<file path="src/rtl/dus_pkg.sv">
// Shared types of the DMA unbind sequencer.
// Assumes: nothing beyond IEEE 1800-2017 packages.
package dus_pkg;

    // Route code of one direction (fixed encoding, visible at the ports).
    typedef enum logic [1:0] {
        ROUTE_DMA   = 2'b00,
        ROUTE_EPIRQ = 2'b01,
        ROUTE_SOF   = 2'b10
    } route_e;

    // Release progress of the transmit channel.
    typedef enum logic [1:0] {
        TXU_IDLE  = 2'b00,
        TXU_WREQ  = 2'b01,
        TXU_DRAIN = 2'b10,
        TXU_WACK  = 2'b11
    } txu_e;

endpackage

</file>
<file path="src/rtl/dus_route.sv">
// Route encoder: tells where transactions of one direction are handled.
// A bound channel keeps them on DMA. An unbound one sends them to the
// endpoint interrupt, or to the start-of-frame handler when isochronous.
// Assumes: ep is the effective (registered) endpoint number.
module dus_route
    import dus_pkg::*;
#(
    parameter int EP_W = 4
) (
    input  logic [EP_W-1:0] ep,
    input  logic            iso,
    output logic [1:0]      route
);

    // Pick the route code from binding state and endpoint type.
    always_comb begin
        if (ep != '0)
            route = ROUTE_DMA;
        else if (iso)
            route = ROUTE_SOF;
        else
            route = ROUTE_EPIRQ;
    end

endmodule

</file>
<file path="src/rtl/dus_rx_chan.sv">
// Receive channel: request gating, end-of-transfer pulse, deferred release.
// A zero write with an open request keeps the endpoint until one (or two, for
// double buffering with both buffers full) requests have been serviced.
// Assumes: rd_ack only arrives while dma_req is high; eot is a strobe.
module dus_rx_chan #(
    parameter int EP_W = 4
) (
    input  logic            clk,
    input  logic            rst_n,
    input  logic            cfg_wr,
    input  logic [EP_W-1:0] cfg_ep,
    input  logic [1:0]      fill,
    input  logic            dbl,
    input  logic            iso,
    input  logic            rd_ack,
    input  logic            eot,
    output logic            dma_req,
    output logic            eot_irq,
    output logic [EP_W-1:0] ep_rd
);

    localparam logic [1:0] ONE = 2'd1;
    localparam logic [1:0] TWO = 2'd2;

    logic [EP_W-1:0] ep_q, ep_d;
    logic            req_q, req_d;
    logic            pend_q, pend_d;
    logic [1:0]      left_q, left_d;
    logic            eot_q;
    logic            bound, unsel, sel;
    logic [1:0]      need;

    // Next-state logic for binding, pending release and request.
    always_comb begin
        bound  = (ep_q != '0);
        unsel  = cfg_wr && (cfg_ep == '0) && bound && !pend_q;
        sel    = cfg_wr && (cfg_ep != '0) && !pend_q;
        need   = (!iso && dbl && (fill == 2'b11)) ? TWO : ONE;
        ep_d   = ep_q;
        pend_d = pend_q;
        left_d = left_q;
        if (sel) begin
            ep_d = cfg_ep;
        end else if (unsel) begin
            if (!req_q || (rd_ack && need == ONE)) begin
                ep_d = '0;
            end else begin
                pend_d = 1'b1;
                left_d = rd_ack ? (need - ONE) : need;
            end
        end else if (pend_q && rd_ack) begin
            if (left_q == ONE) begin
                ep_d   = '0;
                pend_d = 1'b0;
            end else begin
                left_d = left_q - ONE;
            end
        end
        req_d = req_q;
        if (req_q && rd_ack)
            req_d = 1'b0;
        else if (!req_q && bound && (fill != 2'b00) && !unsel)
            req_d = 1'b1;
        if (ep_d == '0)
            req_d = 1'b0;
    end

    // State registers.
    always_ff @(posedge clk) begin
        if (!rst_n) begin
            ep_q   <= '0;
            req_q  <= 1'b0;
            pend_q <= 1'b0;
            left_q <= '0;
            eot_q  <= 1'b0;
        end else begin
            ep_q   <= ep_d;
            req_q  <= req_d;
            pend_q <= pend_d;
            left_q <= left_d;
            eot_q  <= eot && bound;
        end
    end

    assign dma_req = req_q;
    assign eot_irq = eot_q;
    assign ep_rd   = ep_q;

endmodule

</file>
<file path="src/rtl/dus_tx_chan.sv">
// Transmit channel: request gating (buffer space or start-of-frame), the
// completion interrupt, and release after service, drain or interrupt
// handling. The completion pulse is withheld while a release is pending.
// Assumes: wr_ack only arrives while dma_req is high; strobes last one cycle.
module dus_tx_chan
    import dus_pkg::*;
#(
    parameter int EP_W = 4
) (
    input  logic            clk,
    input  logic            rst_n,
    input  logic            cfg_wr,
    input  logic [EP_W-1:0] cfg_ep,
    input  logic [1:0]      fill,
    input  logic            dbl,
    input  logic            iso,
    input  logic            wr_ack,
    input  logic            in_done,
    input  logic            cnt_zero,
    input  logic            done_ack,
    input  logic            sof,
    output logic            dma_req,
    output logic            done_irq,
    output logic [EP_W-1:0] ep_rd
);

    logic [EP_W-1:0] ep_q, ep_d;
    logic            req_q, req_d;
    txu_e            st_q, st_d;
    logic            dout_q, dout_d;
    logic            done_q;
    logic            bound, pend, unsel, sel, free_buf, want, fire;

    // Decode of request, completion and release conditions.
    always_comb begin
        bound    = (ep_q != '0);
        pend     = (st_q != TXU_IDLE);
        unsel    = cfg_wr && (cfg_ep == '0) && bound && !pend;
        sel      = cfg_wr && (cfg_ep != '0) && !pend;
        free_buf = dbl ? (fill != 2'b11) : !fill[0];
        want     = iso ? sof : free_buf;
        fire     = bound && !pend && !unsel && in_done && cnt_zero;
    end

    // Next-state logic of the release sequence.
    always_comb begin
        ep_d = ep_q;
        st_d = st_q;
        unique case (st_q)
            TXU_IDLE: begin
                if (sel) begin
                    ep_d = cfg_ep;
                end else if (unsel) begin
                    if (dout_q && !done_ack)
                        st_d = TXU_WACK;
                    else if (req_q && !wr_ack)
                        st_d = TXU_WREQ;
                    else if (iso || (!req_q && fill == 2'b00))
                        ep_d = '0;
                    else
                        st_d = TXU_DRAIN;
                end
            end
            TXU_WREQ: begin
                if (wr_ack) begin
                    if (iso) begin
                        ep_d = '0;
                        st_d = TXU_IDLE;
                    end else begin
                        st_d = TXU_DRAIN;
                    end
                end
            end
            TXU_DRAIN: begin
                if (fill == 2'b00) begin
                    ep_d = '0;
                    st_d = TXU_IDLE;
                end
            end
            TXU_WACK: begin
                if (done_ack) begin
                    ep_d = '0;
                    st_d = TXU_IDLE;
                end
            end
            default: st_d = TXU_IDLE;
        endcase
    end

    // Next-state logic of request and outstanding-interrupt flag.
    always_comb begin
        req_d = req_q;
        if (req_q && wr_ack)
            req_d = 1'b0;
        else if (!req_q && bound && !pend && !unsel && want)
            req_d = 1'b1;
        if (ep_d == '0)
            req_d = 1'b0;
        dout_d = dout_q;
        if (done_ack)
            dout_d = 1'b0;
        else if (fire)
            dout_d = 1'b1;
    end

    // State registers.
    always_ff @(posedge clk) begin
        if (!rst_n) begin
            ep_q   <= '0;
            req_q  <= 1'b0;
            st_q   <= TXU_IDLE;
            dout_q <= 1'b0;
            done_q <= 1'b0;
        end else begin
            ep_q   <= ep_d;
            req_q  <= req_d;
            st_q   <= st_d;
            dout_q <= dout_d;
            done_q <= fire;
        end
    end

    assign dma_req  = req_q;
    assign done_irq = done_q;
    assign ep_rd    = ep_q;

endmodule

</file>
<file path="src/rtl/dma_unbind_seq.sv">
// Top of the DMA unbind sequencer: one receive and one transmit channel plus
// a route encoder per direction (built by a generate loop).
// Assumes: all inputs are synchronous to clk; reset is synchronous, active low.
module dma_unbind_seq
    import dus_pkg::*;
#(
    parameter int EP_W = 4
) (
    input  logic            clk,
    input  logic            rst_n,
    input  logic            rx_cfg_wr,
    input  logic [EP_W-1:0] rx_cfg_ep,
    input  logic [1:0]      rx_fill,
    input  logic            rx_dbl,
    input  logic            rx_iso,
    input  logic            rx_rd_ack,
    input  logic            rx_eot,
    input  logic            tx_cfg_wr,
    input  logic [EP_W-1:0] tx_cfg_ep,
    input  logic [1:0]      tx_fill,
    input  logic            tx_dbl,
    input  logic            tx_iso,
    input  logic            tx_wr_ack,
    input  logic            tx_in_done,
    input  logic            tx_count_zero,
    input  logic            tx_done_ack,
    input  logic            tx_sof,
    output logic            rx_dma_req,
    output logic            tx_dma_req,
    output logic            eot_irq,
    output logic            tx_done_irq,
    output logic [EP_W-1:0] rx_ep_rd,
    output logic [EP_W-1:0] tx_ep_rd,
    output logic [1:0]      rx_route,
    output logic [1:0]      tx_route
);

    localparam int NDIR = 2;

    logic [NDIR-1:0][EP_W-1:0] ep_v;
    logic [NDIR-1:0]           iso_v;
    logic [NDIR-1:0][1:0]      route_v;

    dus_rx_chan #(.EP_W(EP_W)) u_rx (
        .clk     (clk),
        .rst_n   (rst_n),
        .cfg_wr  (rx_cfg_wr),
        .cfg_ep  (rx_cfg_ep),
        .fill    (rx_fill),
        .dbl     (rx_dbl),
        .iso     (rx_iso),
        .rd_ack  (rx_rd_ack),
        .eot     (rx_eot),
        .dma_req (rx_dma_req),
        .eot_irq (eot_irq),
        .ep_rd   (rx_ep_rd)
    );

    dus_tx_chan #(.EP_W(EP_W)) u_tx (
        .clk      (clk),
        .rst_n    (rst_n),
        .cfg_wr   (tx_cfg_wr),
        .cfg_ep   (tx_cfg_ep),
        .fill     (tx_fill),
        .dbl      (tx_dbl),
        .iso      (tx_iso),
        .wr_ack   (tx_wr_ack),
        .in_done  (tx_in_done),
        .cnt_zero (tx_count_zero),
        .done_ack (tx_done_ack),
        .sof      (tx_sof),
        .dma_req  (tx_dma_req),
        .done_irq (tx_done_irq),
        .ep_rd    (tx_ep_rd)
    );

    // Gather per-direction state for the route encoders (index 0 RX, 1 TX).
    assign ep_v[0]  = rx_ep_rd;
    assign ep_v[1]  = tx_ep_rd;
    assign iso_v[0] = rx_iso;
    assign iso_v[1] = tx_iso;

    for (genvar d = 0; d < NDIR; d++) begin : g_route
        dus_route #(.EP_W(EP_W)) u_route (
            .ep    (ep_v[d]),
            .iso   (iso_v[d]),
            .route (route_v[d])
        );
    end

    assign rx_route = route_v[0];
    assign tx_route = route_v[1];

endmodule

</file>
<file path="config.mk">
export PLATFORM = sky130hd
export DESIGN_NAME = dma_unbind_seq
export DESIGN_NICKNAME = d
export VERILOG_FILES = /design/src/rtl/dus_pkg.sv /design/src/rtl/dus_route.sv /design/src/rtl/dus_rx_chan.sv /design/src/rtl/dus_tx_chan.sv /design/src/rtl/dma_unbind_seq.sv
export SDC_FILE = /design/constraint.sdc
export NUM_CORES = 1
export LEC_CHECK = 0
export ABC_AREA = 1
export ABC_CLOCK_PERIOD_IN_PS = 1500
export BUFFER_PORTS_ARGS = -buffer_cell sky130_fd_sc_hd__buf_2
export CAP_MARGIN = 20
export CORE_ASPECT_RATIO = 1.2
export CORE_UTILIZATION = 34
export DETAILED_ROUTE_END_ITERATION = 10
export PLACE_DENSITY = 0.66
export SLEW_MARGIN = 15
export SYNTH_ARGS = -nofsm -noshare
export SYNTH_HDL_FRONTEND = slang
export SYNTH_HIERARCHICAL = 1
export SYNTH_SLANG_ARGS = --single-unit
</file>
<file path="constraint.sdc">
create_clock -name clk -period 1.5 [get_ports clk]
set_input_delay 0.225 -clock clk [delete_from_list [all_inputs] [get_ports clk]]
set_output_delay 0.225 -clock clk [all_outputs]
set_load 0.01 [all_outputs]
</file>
# After elaboration in Yosys (flattened, before gate mapping)
# Index checks and enable logic that the tools add are counted.
[totals] word_cells=133 regBits=18 in_bits=27
[classes] bitwise=2 eq_ne=15 n_addsub=2 n_reduce_logical=63 muxes=41
[ops] cell="4-bit 2-to-1 mux" n=14
[ops] cell="2-bit 2-to-1 mux" n=19
[ops] cell="1-bit logical AND" n=31
[ops] cell="4-bit logical NOT" n=4
[ops] cell="4-bit one-hot mux with 4 select lines" n=1
[ops] cell="4-bit nonzero test" n=4
[ops] cell="1-bit logical NOT" n=10
[ops] cell="2-bit != test (second input constant)" n=5
[ops] cell="2-bit one-hot mux with 4 select lines" n=1
[ops] cell="4-bit AND reduction" n=2
[ops] cell="2-bit nonzero test" n=4
[ops] cell="2-bit by 1-bit == test with 1-bit output (second input constant)" n=3
[ops] cell="2-bit == test (second input constant)" n=3
[ops] cell="1-bit 2-to-1 mux" n=6
[ops] cell="2-bit by 1-bit != test with 1-bit output (second input constant)" n=3
[ops] cell="6-bit AND reduction" n=1
[ops] cell="3-bit OR reduction" n=2
[ops] cell="2-bit logical NOT" n=2
[ops] cell="4-bit by 2-bit != test with 1-bit output (second input constant)" n=1
[ops] cell="2-bit by 1-bit subtractor with 2-bit output (second input constant)" n=2
[ops] cell="1-bit logical OR" n=2
[ops] cell="1-bit inverter" n=2
[ops] cell="2-bit OR reduction" n=1

# Depth between registers and ports, before layout
# Gate-level depths: netlist of run 1.
[depth] depth_word=12 ltp_mapped=11 mapped_depth_nobuf=11

# By module
# Netlist of run 1, hierarchy kept.
[modules_own_cells] module="dus_tx_chan" seq_area_each_um2=180.2 cells_per_inst=122 area_per_inst_um2=700.7 n_inst=1
[modules_own_cells] module="dus_rx_chan" seq_area_each_um2=180.2 cells_per_inst=92 area_per_inst_um2=639.4 n_inst=1
[modules_own_cells] module="dus_route" seq_area_each_um2=0.0 cells_per_inst=6 area_per_inst_um2=22.5 n_inst=2

# Worst setup path before layout of run 1
# Ideal clock, no wire load.
[synth_timing] kind="input port to flip-flop" start="in rx_dbl" end="reg u_rx.req_q (netlist: u_rx/dma_req)" path_stages=11 setup_slack_ps=-15 required_ps=1430 n_path_buf=0 setup_ps=70 arrival_time_ps=1445 path_cell_list="inv_1 > nor4_1 > inv_1 > ha_1 > nor2_1 > nand2_1 > nor2_4 > nor2_2 > nor2_1 > nor2_1 > a21oi_1"
[synth_between] elab_chain_len=11
[synth_lines] element="from (decl)" line="dma_unbind_seq.sv:14" source="input logic rx_dbl,"
[synth_lines] element="1-bit logical AND (2 in series)" line="dus_rx_chan.sv:38" source="need = (!iso && dbl && (fill == 2'b11)) ? TWO : ONE;"
[synth_lines] element="2-bit 2-to-1 mux" line="dus_rx_chan.sv:38"
[synth_lines] element="2-bit by 1-bit == test with 1-bit output" line="dus_rx_chan.sv:45" source="if (!req_q || (rd_ack && need == ONE)) begin"
[synth_lines] element="1-bit logical AND" line="dus_rx_chan.sv:45"
[synth_lines] element="1-bit logical OR" line="dus_rx_chan.sv:45"
[synth_lines] element="4-bit 2-to-1 mux" line="dus_rx_chan.sv:45"
[synth_lines] element="4-bit 2-to-1 mux" line="dus_rx_chan.sv:44" source="end else if (unsel) begin"
[synth_lines] element="4-bit 2-to-1 mux" line="dus_rx_chan.sv:42" source="if (sel) begin"
[synth_lines] element="4-bit logical NOT" line="dus_rx_chan.sv:64" source="if (ep_d == '0)"
[synth_lines] element="3-bit OR reduction (no line)"
[synth_lines] element="to (signal assigned)" line="dus_rx_chan.sv:78" source="req_q <= req_d;"
[synth_lines] element="to (decl)" line="dus_rx_chan.sv:26" source="logic req_q, req_d;"
# No other way between the ends.
# A chain may end at the register's enable or synchronous reset.

# Worst setup path in the final report of run 1
[layout_timing] start="reg u_tx.st_q[0]" end="reg u_tx.req_q (netlist: u_tx/dma_req)"
[layout_between] elab_chain_len=8 word_cells_on_any_way=17 classes_between="3 x eq/ne; 3 x mux; 11 x reduce/logical"
[layout_lines] element="from (decl)" line="dus_tx_chan.sv:29" source="txu_e st_q, st_d;"
[layout_lines] element="from (signal assigned)" line="dus_tx_chan.sv:117" source="st_q <= st_d;"
[layout_lines] element="2-bit nonzero test" line="dus_tx_chan.sv:37" source="pend = (st_q != TXU_IDLE);"
[layout_lines] element="1-bit logical NOT" line="dus_tx_chan.sv:38, dus_tx_chan.sv:39, dus_tx_chan.sv:95"
[layout_lines] element="1-bit logical AND" line="dus_tx_chan.sv:38" source="unsel = cfg_wr && (cfg_ep == '0) && bound && !pend;"
[layout_lines] element="4-bit 2-to-1 mux" line="dus_tx_chan.sv:53" source="end else if (unsel) begin"
[layout_lines] element="4-bit 2-to-1 mux" line="dus_tx_chan.sv:51" source="if (sel) begin"
[layout_lines] element="4-bit one-hot mux with 4 select lines" line="dus_tx_chan.sv:49" source="unique case (st_q)"
[layout_lines] element="4-bit logical NOT" line="dus_tx_chan.sv:97" source="if (ep_d == '0)"
[layout_lines] element="3-bit OR reduction (no line)"
[layout_lines] element="to (signal assigned)" line="dus_tx_chan.sv:116" source="req_q <= req_d;"
[layout_lines] element="to (decl)" line="dus_tx_chan.sv:28" source="logic req_q, req_d;"
# Parallel ways exist; a longest one is shown, timed or not.

==> flow_summary.ini, run 1 <==
[routing]
dr.pass1.iters = 4
drtAntennaViolNets = 0
route.detailed.drc = 0
drt_wl_total_mm = 3.371
via_count = 1571
wl_per_cell_um = 9.944
viasPerCell = 4.634
first_iter_violations = 56

[logic_synthesis]
syn_area_per_cell_um2 = 6.129
synth_warnings = 6
yosys.area.top_type = dfxtp_1
synthAdderAreaFrac_pct = 2.710
synth-compound-area-share_pct = 12.10
yosysUniqueCellTypes = 26
synth_common_cells = nand2_1, inv_1, nor2_1
netlist_area_um2 = 1385
synth_top_area_share_pct = 26.02
synth_nets = 256
synth_top_family_by_area = simple AND/OR/NAND/NOR gates
netlist_instances = 226
synth-edff-count = 0
synthMuxAreaShare_pct = 0
synth-simple-area-share_pct = 48.33
synth_xor_area_share_pct = 0
synth_seq_area_share_pct = 26.02
yosys.cell_count.top_type = nand2_1
synth-main-ff-cell = dfxtp_1
ys_top_cells_by_area = dfxtp_1, nand2_1, inv_1, nor2_1, nand3_1
async_reset_ff_share_pct = 0
ys_seq_elements = 18

[layout]
nNetsFinal = 316
antenna_cells = 0
drive_above_1_share_pct = 31.23
syn_to_final_growth_pct = 33.15

[power_and_ir_drop]
ir_worst_vdd_mv = 0.2825
cellLeakagePower_nw = 0.9810
p_per_area_nw_per_um2 = 671.2

[clocking]
cts_made_buffers = 3
clkSlewWorstSetupHoldPaths_ps = 60
cts_tree = done
cts_max_level = 1
clk_latency_ps = 240
cts_sinks = 18
postCtsHoldBufs = 0
cts_buffer_depth = 2
clock-root-buffer = clkbuf_8

[setup_path]
slowest_stage = dfxtp_1
crit_required_ps = 1640
critPathKind = reg -> reg
cp_cell_sequence = nor2_4 -> nand3_2 -> nor2_2 -> nand2_2 -> nand2_1 -> nand2_1 -> nand2_1 -> nand2_1 -> nor2_1 -> nor2_1
cpPeakStageDelay_ps = 370
path_buf_inv = 0
startpoint_type = flip-flop
reg2regPathDepth = 10
critPathMaxFanout = 5
cpMostUsedCell = nand2_1
endpoint_kind = flip-flop
crit_cells = 10
arrival_ps = 1530
worst_path_dominant_cell_family = simple AND/OR/NAND/NOR gates

[floorplan]
rows = 25
io_pins = 43
die_h_um = 71.92
coreArea_um2 = 3910
fp.dieW_um = 60.27
start_util_pct = 35.42
die_area_um2 = 4334

[global_routing]
overflow = 0
grt_pass1_wl_mm = 5.664
antenna_found_initial = 0
grt_max_degree = 11
grt_pass1_vias = 1396
track_usage_pct = 16.37

[hold_path]
holdPathStages = 2
hold_class = in -> reg

[status]
outcome = complete, no violations

[place]
port_buffers = 42
gp_congestion = 0.8265
place_hpwl_mm = 2.855

[timing]
rsz0062_at_grt = true
setup_violations = 0
min_period_over_period_pct = 93.15
whs_ps = 177.9
min_period_ps = 1397
maxSlewHeadroom_pct = 79.55
finalClockSkew_ps = 1.200
fin_setup_tns_ps = 0
max_freq_mhz = 715.7
tightest_slew_ps = 304.5
hold_viol_final = 0
maxSlewViolCount = 0

[job]
max_cap_violations = 0
[cells in the final DEF, fill, tap and decap left out]
cell type,count
a211oi_1,1
a21oi_1,14
a31oi_1,1
buf_2,42
buf_4,13
clkbuf_8,4
dfxtp_1,17
dfxtp_2,1
ha_1,2
ha_2,1
inv_1,37
inv_2,3
nand2_1,53
nand2_2,5
nand2_4,2
nand3_1,16
nand3_2,3
nand3b_1,1
nand4_1,6
nand4_2,1
nor2_1,36
nor2_2,5
nor2_4,5
nor2_8,1
nor3_1,2
nor4_4,1
o2111ai_1,1
o211ai_1,5
o21ai_0,3
o21ai_1,1
o21ai_2,2
[registers in the layout, indices dropped and copies added, names as in the netlist]
name,count
u_tx/ep_rd,4
u_rx/ep_rd,4
u_rx/dma_req,1
u_rx/left_q,2
u_tx/dout_q,1
u_tx/done_irq,1
u_rx/eot_irq,1
u_tx/dma_req,1
u_tx/st_q,2
u_rx/pend_q,1
[repair_timing]
action | CTS | global route
buffers inserted | 0 | 1
resized for setup | 0 | 6
setup endpoints to repair | 0 | 7
[area by class of cell]
type / instances / area [um2]
clock buffers: 4 / 55.05
well taps: 54 / 67.56
fillers: 402 / 2066
inverters: 40 / 150.1
repair buffers: 55 / 307.8
flip-flops and latches: 18 / 361.6
multi-input cells: 168 / 902.1
[report_power, final]
part | internal, W | switching (W) | total, W
Combinational | 0.000139 | 0.000210 | 0.000349
Clock | 0.000232 | 0.000135 | 0.000367
Sequential | 0.000503 | 0.0000188 | 0.000522
Total | 0.000874 | 0.000363 | 0.00124
[metrics by stage]
step	worst slack, ps	cells	instance area [um2]	power (W)	util, %
detailed placement	-177.3	334	1759	0.0008741	44.99
CTS	66.65	338	1814	0.001248	46.40
floorplan	33.34	226	1391	0.0007273	-
global placement	-148.2	334	1759	0.0008713	44.99
global route	-24.73	339	1844	0.001325	47.17
finish	102.8	339	1844	0.001238	47.17
[worst paths after layout]
check	start	endpoint	slack [ps]
worst max-delay path	u_tx/st_q[0]$_SDFFE_PN0P_	u_tx/dma_req$_SDFFE_PP0P_	100
worst min-delay path	tx_done_ack	u_tx/dout_q$_SDFFE_PP0P_	180
worst max register to register	u_tx/st_q[0]$_SDFFE_PN0P_	u_tx/dma_req$_SDFFE_PP0P_	100
worst min register to register	u_tx/dout_q$_SDFFE_PP0P_	u_tx/dout_q$_SDFFE_PP0P_	460
[worst register-to-register path, stage by stage, from the launching register on]
cell and delay (ps):
dfxtp_1 370, nor2_4 180, nand3_2 90, nor2_2 150
nand2_2 100, nand2_1 70, nand2_1 50, nand2_1 70
nand2_1 50, nor2_1 120, nor2_1 50
[kinds of logic (layout without fill, tap and decap cells)]
kind of cell	Yosys count	after routing
AND/OR/NAND/NOR	137	137
AO/OA/AOI/OAI	28	28
adder cells (fa/ha/maj)	3	3
buffers and inverters	40	99
flip-flops	18	18
[metal layers]
layer	share of wire (%)	global-route usage, %	routed length, um
met1	44	20.11	1472
met2	51	29.55	1721
met3	4.0	1.070	136
met4	1.2	5.168	40
met5	0	0	0
Power figures use the tool's default switching activity.
==> run 2: changes to the inputs <==
--- a/config.mk
+++ b/config.mk
@@ -9,10 +9,13 @@
 export ABC_CLOCK_PERIOD_IN_PS = 1500
 export BUFFER_PORTS_ARGS = -buffer_cell sky130_fd_sc_hd__buf_2
 export CAP_MARGIN = 20
+export CELL_PAD_IN_SITES_DETAIL_PLACEMENT = 2
+export CELL_PAD_IN_SITES_GLOBAL_PLACEMENT = 2
 export CORE_ASPECT_RATIO = 1.2
-export CORE_UTILIZATION = 34
+export CORE_UTILIZATION = 23
 export DETAILED_ROUTE_END_ITERATION = 10
-export PLACE_DENSITY = 0.66
+export PLACE_DENSITY = 0.82
+export SKIP_LAST_GASP = 1
 export SLEW_MARGIN = 15
 export SYNTH_ARGS = -nofsm -noshare
 export SYNTH_HDL_FRONTEND = slang
==> run 2 against run 1 <==
Cell count is 11% higher; final area is 8.5% higher; combinational power is 15% higher; first-iteration DRC count is 29% lower; sequential power hardly changed; core utilization is 12 points lower; global-route usage is 0.39 points higher; largest power group unchanged; highest routed layer unchanged.
==> flow_summary.ini, run 2 (synthesis gave the netlist of run 1 again) <==
[status]
outcome = complete, no violations

[timing]
max_freq_mhz = 697.8
hold_viol_final = 0
finalClockSkew_ps = 5.807
worst_slack_ps = 66.85
min_period_over_period_pct = 95.54
fin_setup_tns_ps = 0
tightest_slew_ps = 282.7
maxSlewHeadroom_pct = 81.09
min_period_ps = 1433
rsz0062_at_grt = true
whs_ps = 170.1
maxSlewViolCount = 0
setup_violations = 0

[floorplan]
io_pins = 43
die_area_um2 = 6338
fp.dieW_um = 72.84
start_util_pct = 24.12
coreArea_um2 = 5743
rows = 30
die_h_um = 87.01

[place]
dpl_worst_slack_ps = -295.8
gp_congestion = 0.7808
port_buffers = 42
place_hpwl_mm = 4.351

[setup_path]
slowest_stage = dfxtp_1
startpoint_type = flip-flop
arrival_ps = 1570
cp_cell_sequence = inv_1 -> a21oi_1 -> nor2_4 -> nor3_2 -> nor2_1 -> a21oi_1 -> nor2_1
endpoint_kind = flip-flop
crit_required_ps = 1640
cpPeakStageDelay_ps = 410
critPathMaxFanout = 4
critPathKind = reg -> reg

[clocking]
clock-root-buffer = clkbuf_8
cts_made_buffers = 3
cts_tree = done
postCtsHoldBufs = 0
clkSlewWorstSetupHoldPaths_ps = 70
cts_buffer_depth = 2
clk_latency_ps = 260
cts_sinks = 18
cts_max_level = 1

[layout]
seqCellArea_um2 = 364.1
layout_commonest_cell = nand2_1
multi_input_area_um2 = 949.7
antenna_cells = 0
syn_to_final_growth_pct = 44.53
n_fill_cell = 724
drive_above_1_share_pct = 36.95
final_cell_mix = nand2_1, buf_2, inv_1
nNetsFinal = 326

[routing]
first_iter_violations = 40
wl_per_cell_um = 13.86
route.detailed.drc = 0
via_count = 1725
dr.pass1.iters = 4
drt_wl_total_mm = 5.196
drtAntennaViolNets = 0
viasPerCell = 4.600

[power_and_ir_drop]
cellLeakagePower_nw = 1.038
ir_worst_vdd_mv = 0.2248
p_per_area_nw_per_um2 = 661.3

[global_routing]
antenna_found_initial = 0
grt_pass1_wl_mm = 8.169
grt_max_degree = 11
overflow = 0
grt_pass1_vias = 1791
track_usage_pct = 16.76

[job]
max_cap_violations = 0

[hold_path]
hold_class = in -> reg
[run 2: cell types whose count changed in the layout (fill, tap and decap cells not counted), sizes merged]
cell  previous run  this run
buf             55        65
[run 2: worst max-delay path, delay by kind of cell (launching register included)]
| kind | cells | cell delay, ps |
|---|---|---|
| simple gates | 4 | 430 |
| flops | 1 | 410 |
| compound gates | 2 | 390 |
| buf+inv | 1 | 80 |
[run 2: report_power, final]
part	internal, W	switching (W)	leakage (nW)
logic	0.000161	0.000242	0.860
registers	0.000503	0.0000193	0.149
clock network	0.000233	0.000166	0.0288
[run 2: metal layers]
layer	GRT usage, %	share of wire (%)
met2	34.15	56
met3	1.389	3.0
met5	0	0
met1	17.30	39
met4	6.061	2.1
[run 2: area by class of cell]
class | count | area share (%)
sequential | 18 | 18.19
clock buffer | 4 | 2.750
timing repair buffer | 65 | 19.12
inverter | 40 | 7.500
multi-input combinational | 168 | 47.44
tap | 80 | 5.000
[run 2: repair_timing]
| item | CTS | global route |
|---|---|---|
| gates resized for setup | 2 | 17 |
| setup buffers | 0 | 5 |
| pin swaps | 0 | 7 |
| endpoints found under the setup margin | 4 | 8 |
[run 2: stage by stage]
stage / utilization [%] / instance area [um2] / power, W / instances
5_1_grt: 34.86 / 2002 / 0.001406 / 375
4_1_cts: 33.03 / 1897 / 0.001324 / 370
2_1_floorplan: - / 1391 / 0.0007273 / 226
3_3_place_gp: 31.98 / 1837 / 0.0008983 / 366
3_5_place_dp: 31.98 / 1837 / 0.0009150 / 366
6_report: 34.86 / 2002 / 0.001324 / 375
[run 2: worst paths after layout]
check                                               start                        end  slack [ps]  depth (start not counted)
worst min-delay path                          tx_done_ack   u_tx/dout_q$_SDFFE_PP0P_         170                          2
worst max-delay path            u_tx/dma_req$_SDFFE_PP0P_  u_tx/st_q[0]$_SDFFE_PN0P_          70                          7
worst min register to register   u_tx/dout_q$_SDFFE_PP0P_   u_tx/dout_q$_SDFFE_PP0P_         470                          2
worst max register to register  u_tx/dma_req$_SDFFE_PP0P_  u_tx/st_q[0]$_SDFFE_PN0P_          70                          7
